`config.mk`:
```
export PLATFORM = sky130hd
export DESIGN_NAME = dma_req_sched
export DESIGN_NICKNAME = d
export VERILOG_FILES = /design/src/rtl/dma_sched_pkg.sv /design/src/rtl/dma_chan_elig.sv /design/src/rtl/dma_rot_pick.sv /design/src/rtl/dma_req_sched.sv
export SDC_FILE = /design/constraint.sdc
export NUM_CORES = 1
export LEC_CHECK = 0
export CORE_AREA = 2 2 129 131
export DETAILED_ROUTE_END_ITERATION = 6
export DIE_AREA = 0 0 131 133
export DONT_BUFFER_PORTS = 1
export PLACE_DENSITY = 0.57
export SLEW_MARGIN = 40
export SYNTH_ARGS = -nofsm -noshare
export SYNTH_HDL_FRONTEND = slang
export SYNTH_HIERARCHICAL = 1
export SYNTH_SLANG_ARGS = --single-unit
```
`constraint.sdc`:
```
create_clock -name clk -period 3.53 [get_ports clk]
set_input_delay 0.8825 -clock clk [delete_from_list [all_inputs] [get_ports clk]]
set_output_delay 0.8825 -clock clk [all_outputs]
set_load 0.05 [all_outputs]
```
`src/rtl/dma_sched_pkg.sv`:
```
package dma_sched_pkg;
  localparam int CFG_W    = 19;
  localparam int EN_BIT   = 0;
  localparam int HALT_BIT = 18;
  localparam int SRC_LSB  = 1;
  localparam int DST_LSB  = 6;
  localparam int FLOW_LSB = 11;
  localparam int FLOW_W   = 3;

  typedef enum logic [FLOW_W-1:0] {
    FLOW_FREE = 3'd0,
    FLOW_DST  = 3'd1,
    FLOW_SRC  = 3'd2,
    FLOW_BOTH = 3'd3
  } flow_e;

  // Whether the request lines satisfy the flow code; codes 4..7 never pass.
  function automatic logic flow_pass(logic [FLOW_W-1:0] code, logic src_rq, logic dst_rq);
    case (code)
      FLOW_FREE: flow_pass = 1'b1;
      FLOW_DST:  flow_pass = dst_rq;
      FLOW_SRC:  flow_pass = src_rq;
      FLOW_BOTH: flow_pass = src_rq & dst_rq;
      default:   flow_pass = 1'b0;
    endcase
  endfunction

  function automatic logic flow_unsupported(logic [FLOW_W-1:0] code);
    flow_unsupported = code[FLOW_W-1];
  endfunction
endpackage

```
`src/rtl/dma_chan_elig.sv`:
```
module dma_chan_elig
  import dma_sched_pkg::*;
#(
  parameter int PID_W = 5,
  parameter int CNT_W = 12,
  localparam int NP = 1 << PID_W
) (
  input  logic [CFG_W-1:0] cfg,
  input  logic [CNT_W-1:0] cnt,
  input  logic [NP-1:0]    req_any,
  input  logic             glb_en,
  output logic             elig,
  output logic             bad_flow
);
  logic             ch_on;
  logic [PID_W-1:0] src_id, dst_id;
  logic [FLOW_W-1:0] code;
  logic             rq_ok;
  logic             unused_cfg_bits;

  assign unused_cfg_bits = ^cfg[HALT_BIT-1:FLOW_LSB+FLOW_W];

  assign ch_on  = cfg[EN_BIT] & ~cfg[HALT_BIT];
  assign src_id = cfg[SRC_LSB +: PID_W];
  assign dst_id = cfg[DST_LSB +: PID_W];
  assign code   = cfg[FLOW_LSB +: FLOW_W];
  assign rq_ok  = flow_pass(code, req_any[src_id], req_any[dst_id]);

  assign elig     = glb_en & ch_on & rq_ok & (cnt != '0);
  assign bad_flow = ch_on & flow_unsupported(code);
endmodule

```
`src/rtl/dma_rot_pick.sv`:
```
module dma_rot_pick #(
  parameter int N = 8,
  localparam int IW = (N > 1) ? $clog2(N) : 1
) (
  input  logic [N-1:0]  cand,
  input  logic [IW-1:0] start,
  output logic          any,
  output logic [IW-1:0] sel
);
  logic [IW:0] idx;

  // Walk offsets from highest to lowest so the smallest offset from start wins.
  always_comb begin
    any = 1'b0;
    sel = '0;
    idx = '0;
    for (int i = N - 1; i >= 0; i--) begin
      idx = {1'b0, start} + (IW+1)'(i);
      if (idx >= (IW+1)'(N)) idx = idx - (IW+1)'(N);
      if (cand[idx[IW-1:0]]) begin
        any = 1'b1;
        sel = idx[IW-1:0];
      end
    end
  end
endmodule

```
`src/rtl/dma_req_sched.sv`:
```
module dma_req_sched
  import dma_sched_pkg::*;
#(
  parameter int NUM_CH = 8,
  parameter int PID_W  = 5,
  parameter int CNT_W  = 12,
  localparam int NP = 1 << PID_W,
  localparam int IW = (NUM_CH > 1) ? $clog2(NUM_CH) : 1
) (
  input  logic                    clk,
  input  logic                    rst_n,
  input  logic                    glb_en,
  input  logic [NUM_CH*CFG_W-1:0] chan_cfg,
  input  logic [NUM_CH*CNT_W-1:0] chan_cnt,
  input  logic [NP-1:0]           req_single,
  input  logic [NP-1:0]           req_burst,
  input  logic                    elem_done,
  output logic [NUM_CH-1:0]       grant,
  output logic                    grant_valid,
  output logic [NUM_CH-1:0]       flow_err
);
  logic [NP-1:0]     req_any;
  logic [NUM_CH-1:0] elig_vec;
  logic              pick_any;
  logic [IW-1:0]     pick_sel;
  logic              busy;
  logic [IW-1:0]     gnt_idx;
  logic [IW-1:0]     scan_ptr;
  logic              start_grant;
  logic              release_grant;

  assign req_any = req_single | req_burst;

  for (genvar c = 0; c < NUM_CH; c++) begin : g_ch
    dma_chan_elig #(.PID_W(PID_W), .CNT_W(CNT_W)) u_elig (
      .cfg      (chan_cfg[c*CFG_W +: CFG_W]),
      .cnt      (chan_cnt[c*CNT_W +: CNT_W]),
      .req_any  (req_any),
      .glb_en   (glb_en),
      .elig     (elig_vec[c]),
      .bad_flow (flow_err[c])
    );
  end

  dma_rot_pick #(.N(NUM_CH)) u_pick (
    .cand  (elig_vec),
    .start (scan_ptr),
    .any   (pick_any),
    .sel   (pick_sel)
  );

  assign start_grant   = ~busy & pick_any;
  assign release_grant = busy & elem_done;

  always_ff @(posedge clk or negedge rst_n) begin
    if (!rst_n) begin
      busy     <= 1'b0;
      gnt_idx  <= '0;
      scan_ptr <= '0;
    end else if (start_grant) begin
      busy     <= 1'b1;
      gnt_idx  <= pick_sel;
      scan_ptr <= pick_sel;
    end else if (release_grant) begin
      busy <= 1'b0;
    end
  end

  assign grant       = busy ? ({{(NUM_CH-1){1'b0}}, 1'b1} << gnt_idx) : '0;
  assign grant_valid = busy;
endmodule

```
# Word-level counts from Yosys, hierarchy flattened
# Cells that the tools add are included.
[classes]
addsub = 15
magnitude_cmp = 32
n_eq_ne = 24
shifts = 1
mux = 83
bitwise = 60
n_reduce_logical = 17
[ops]
columns = ["cell", "count"]
rows = [
  ["less-than comparator 5 x 6 -> 1 bit, second input constant", 16],
  ["nonzero test 12 bit", 8],
  ["binary-select mux 1 bit (select 5 bit)", 16],
  ["bitwise AND 1 bit", 50],
  ["== test 3 x 2 -> 1 bit, second input constant", 16],
  ["2-to-1 mux 3 bit", 16],
  ["2-to-1 mux 1 bit", 34],
  ["less-than comparator 3 x 4 -> 1 bit, second input constant", 8],
  ["bitwise OR 32 bit", 1],
  ["case mux 1 bit (4 select lines)", 8],
  ["greater-or-equal comparator 4 bit, second input constant", 7],
  ["binary-select mux 1 bit (select 3 bit)", 8],
  ["== test 3 x 1 -> 1 bit, second input constant", 8],
  ["logical NOT 3 bit", 8],
  ["subtractor 3 x 1 -> 3 bit, second input constant", 8],
  ["adder 3 x 3 -> 4 bit, second input constant", 4],
  ["inverter 1 bit", 9],
  ["adder 3 x 2 -> 4 bit, second input constant", 2],
  ["2-to-1 mux 8 bit", 1],
  ["<< shifter 1 x 3 -> 8 bit, first input constant", 1],
  ["adder 3 x 1 -> 4 bit, second input constant", 1],
  ["greater-or-equal comparator 3 x 4 -> 1 bit, second input constant", 1],
  ["nonzero test 2 bit", 1],
]
[word_totals]
register_bits = 4
input_bits = 316
output_inout_bits = 17
word_cells = 234

# Longest topological paths before layout
[depth]
ltp_word = 19
depth_mapped = 13
depth_no_buf = 13

# By module
# Netlist, hierarchy kept.
[modules_own_cells]
columns = ["module", "instances", "cells_per_inst", "area_each_um2", "seq_area_each_um2"]
rows = [
  ["dma_chan_elig", 8, 51, 631.9, 0.0],
  ["dma_rot_pick", 1, 90, 782.0, 0.0],
  ["dma_req_sched", 1, 55, 410.4, 100.1],
]

# Least setup slack after synthesis
# OpenSTA, ideal clock, no wires.
[synth_timing]
path_kind = "input to register"
from = "input port req_burst[21]"
to = "register gnt_idx[0]"
setup_time_ns = 0.128
t_arrival_ns = 4.255
required_ns = 3.402
path_slack_ns = -0.853
cell_stages = 12
n_path_buf = 0
cell_sequence = "or2_2 > mux4_1 > mux4_2 > mux2i_1 > a211oi_1 > mux4_1 > mux2_4 > o21ai_2 > a31oi_1 > o21bai_1 > mux2_1 > mux2_1"
[synth_between]
elab_cells_between_ends = 98
classes_between = "mux (72); bitwise (26)"
[synth_rtl]
columns = ["element", "line_no", "text"]
rows = [
  ["from (decl)", "dma_req_sched.sv:16", "input logic [NP-1:0] req_burst,"],
  ["bitwise OR 32 bit *", "dma_req_sched.sv:32", "assign req_any = req_single | req_burst;"],
  ["binary-select mux 1 bit (select 5 bit)", "dma_chan_elig.sv:27", "assign rq_ok = flow_pass(code, req_any[src_id], req_any[dst_id]);"],
  ["2-to-1 mux 1 bit (implied by the code)", "dma_chan_elig.sv:27", ""],
  ["bitwise AND 1 bit", "dma_sched_pkg.sv:23", "FLOW_BOTH: flow_pass = src_rq & dst_rq;"],
  ["case mux 1 bit (4 select lines) *", "dma_sched_pkg.sv:19", "case (code)"],
  ["bitwise AND 1 bit * (2 in series)", "dma_chan_elig.sv:29", "assign elig = glb_en & ch_on & rq_ok & (cnt != '0);"],
  ["named net elig_vec[0]", "dma_req_sched.sv:23", "logic [NUM_CH-1:0] elig_vec;"],
  ["binary-select mux 1 bit (select 3 bit)", "dma_rot_pick.sv:20", "if (cand[idx[IW-1:0]]) begin"],
  ["2-to-1 mux 1 bit (implied by the code)", "dma_rot_pick.sv:20", ""],
  ["2-to-1 mux 3 bit (7 in series)", "dma_rot_pick.sv:20", ""],
  ["2-to-1 mux 3 bit *", "dma_rot_pick.sv:20", ""],
  ["named net pick_sel[0]", "dma_req_sched.sv:25", "logic [IW-1:0] pick_sel;"],
  ["to (signal assigned)", "dma_req_sched.sv:62", "gnt_idx <= pick_sel;"],
  ["to (decl)", "dma_req_sched.sv:27", "logic [IW-1:0] gnt_idx;"],
]
# Mark *: on every way through the listed nets, which the timed path passes. The rest lies on a longest branch. The select of a mux whose other input is x is not followed.
# A chain may end at the register's enable or synchronous reset.

# Final worst setup path
[layout_timing]
from = "input port req_burst[13]"
to = "register gnt_idx[1]"
# The elaborated chain is that of the path after synthesis.

==> results.tsv <==
metric	value	unit
status	finished, violations left	
failing checks	setup timing	
# fillers	1453	
fin crit period	4.371	ns
share of layout cells above drive strength 1	49.77	%
die height	133	um
initial antenna violation count	2	
detailed placement HPWL	18.88	mm
Mapped Cells	553	
fmax	228.8	MHz
die width	131	um
crit end category	flip-flop	
Crit. Startpoint	req_burst[13]	
Final Cycle Share	123.8	%
CP Cell Sequence	or2_4, buf_8, buf_4, mux4_2, mux2i_1, nor3b_1, nor4_1, buf_4, a211oi_2, mux4_2, mux2_4, a311o_1, nor3_2, nor2_1, mux2_1	
Post-Syn Area	6247	um2
CP max FO	8	
register bit total from synthesis	4	
Critical Path RT	3.63	ns
Pleak	2.740	nW
Worst-path clk slew	0.03	ns
drt total wl	28.42	mm
Ports	333	
CTS tree	yes	
Final Non-Filler Cells	870	
final max-slew violation count	0	
Util after Layout	48.91	%
Initial Utilization	38.63	%
Async S/R FF share, synth	100.0	%
port bufs	0	
CTS sink cnt	4	
Slew headroom	49.60	%
number of CTS-inserted buffers	3	
RePlAce Congestion	0.9256	
setup violators final	4	
fin nets	969	
DR DRC count	0	
Final Hold Vio Count	0	
DR iter-0 viols	532	
RSZ-0062 raised after global routing	true	
Worst Max-Slew Pin Slew	0.7369	ns
Post-Syn Area per Cell	11.30	um2
Crit Reg-Reg Startpoint	gnt_idx[1]$_DFFE_PN0P_	
DR vias	6455	
Top delay family on crit path	multiplexers	
commonest non-fill, non-tap cell in the layout	buf_4	
final hold slack	0.3567	ns
final setup margin	-0.8409	ns
H-tree depth	1	
Synth Net Count	871	
Synth warnings	6	
Die ar.	17420	um2
Core Rows	47	
antenna viol nets, final	0	
placed cells	807	
routed length per instance	32.66	um
Worst Hold Class	in -> async	
Post-synth EDFFs	0	
CTS hold repair buffers	0	
clock root cell	clkbuf_16	
slowest stage delay, CP	0.53	ns
gr usage total	30.81	%
Startpoint Class	primary input	
Peak VDD IR	0.3895	mV
Worst-Skew Late Latency	0.22	ns
clk_skew	0.0003879	ns
largest net degree at the start of global routing	21	
Setup WS pre-CTS	-1.218	ns
max-cap violation count	0	
grt total ovfl	0	
Bufs and invs on worst path	3	
Yosys cell types	50	
CTS Buffer Depth	2	
Seq/Total Area, Yosys	1.602	%
CP Data Arrival Time	4.47	ns
critical path type	in -> reg	
PD cells	237.3	nW/um2
vias per cell	7.420	
Critical-path top delay cell	mux4_2	
area grow syn2layout	26.60	%
first-pass GRT wire length	39.89	mm
core area	16170	um2
Initial DRT Pass Iterations	4	
vias in the first global route	6492	
top_reg_cell synth	dfrtp_1	
most frequent cells in the layout	buf_4, mux4_2, mux2i_1	
==> area by class of cell <==
class                      count  area [um2]  share of cell area, %
antenna                        1       2.502                0.03164
clock buffer                   3       75.07                 0.9492
inverter                      13       48.80                 0.6170
multi-input combinational    502        6130                  77.50
sequential                     4       100.1                  1.266
tap                          220       275.3                  3.480
timing repair buffer         127        1277                  16.15
==> through the flow <==
step	setup TNS, ns	total power [mW]	area, um2
CTS	-2.545	1.722	7510
global placement	-4.283	1.418	6848
global route	-3.452	1.969	7909
floorplan	-1.930	1.165	6261
detailed placement	-4.610	1.431	6848
finish	-3.050	1.877	7909
==> cell families (layout without fill, tap and decap cells) <==
family                     count (synthesis)  in the layout  share of synthesized area (%)
AOI/OAI and AO/OA                         85             85                          9.694
xor gates and xnor gates                   3              3                         0.4207
adders and majority gates                  2              2                         0.4005
buffers and inverters                     59            143                          5.608
DFF                                        4              4                          1.602
muxes                                    207            207                          63.91
other                                      0              1                              0
and+or+nand+nor                          193            205                          18.37
==> where the power goes <==
group / total (mW) / internal (mW) / switching [mW] / leakage (nW)
Clock: 0.175 / 0.145 / 0.0300 / 0.0370
Sequential: 0.133 / 0.0676 / 0.0657 / 0.0498
Combinational: 1.57 / 0.817 / 0.751 / 2.65
Total: 1.88 / 1.03 / 0.847 / 2.74
==> worst paths after layout <==
kind                                           end  slack, ns  cells after the start
max reg2reg                 gnt_idx[2]$_DFFE_PN0P_       0.73                     10
max                         gnt_idx[1]$_DFFE_PN0P_      -0.84                     15
min                        grant_valid$_DFFE_PN0P_       0.36                      0
min in group clk           grant_valid$_DFFE_PN0P_       0.75                      1
min reg2reg                 gnt_idx[1]$_DFFE_PN0P_       0.80                      2
max in group asynchronous   gnt_idx[1]$_DFFE_PN0P_       3.11                      0
==> sequential cells by signal (all words and copies together) (netlist names) <==
name / flops
gnt_idx: 3
grant_valid: 1
==> Yosys cell counts, types with 2 or more instances <==
library cell	instances	area, um2
buf_2	16	80.08
buf_6	9	101.4
and3b_1	8	70.07
a21oi_1	8	40.04
nor2_1	13	48.80
a211oi_1	17	127.6
and2_1	2	12.51
a31oi_1	3	18.77
ha_1	2	25.02
clkbuf_1	10	37.54
buf_4	11	82.58
o22ai_1	10	62.56
mux4_2	61	1374
mux4_1	69	1813
mux2_1	4	45.04
dfrtp_1	4	100.1
nand2b_1	20	125.1
mux2i_1	52	520.5
nor4_1	33	206.5
nand2_1	27	101.4
nand3_1	8	40.04
inv_1	13	48.80
nor2b_1	18	112.6
nor3_1	12	60.06
xor2_1	2	17.52
nor4bb_1	8	80.08
nor3b_1	8	60.06
a2111oi_0	16	140.1
o211ai_1	9	67.56
o21ai_0	10	50.05
or2_2	32	200.2
mux2_2	20	225.2
==> routing by layer <==
metal	routed length (um)	global-route usage (%)
met2	13650	49.88
met4	1932	17.49
met3	3137	8.249
met1	9691	36.69
met5	0	0
==> timing repair <==
action                     4_1_cts  5_1_grt
gates cloned                    14        3
pin swaps                       31       17
gates resized for setup         58       68
setup buffers                   27       16
setup endpoints to repair        4        4
(Power assumes the default switching activity.)
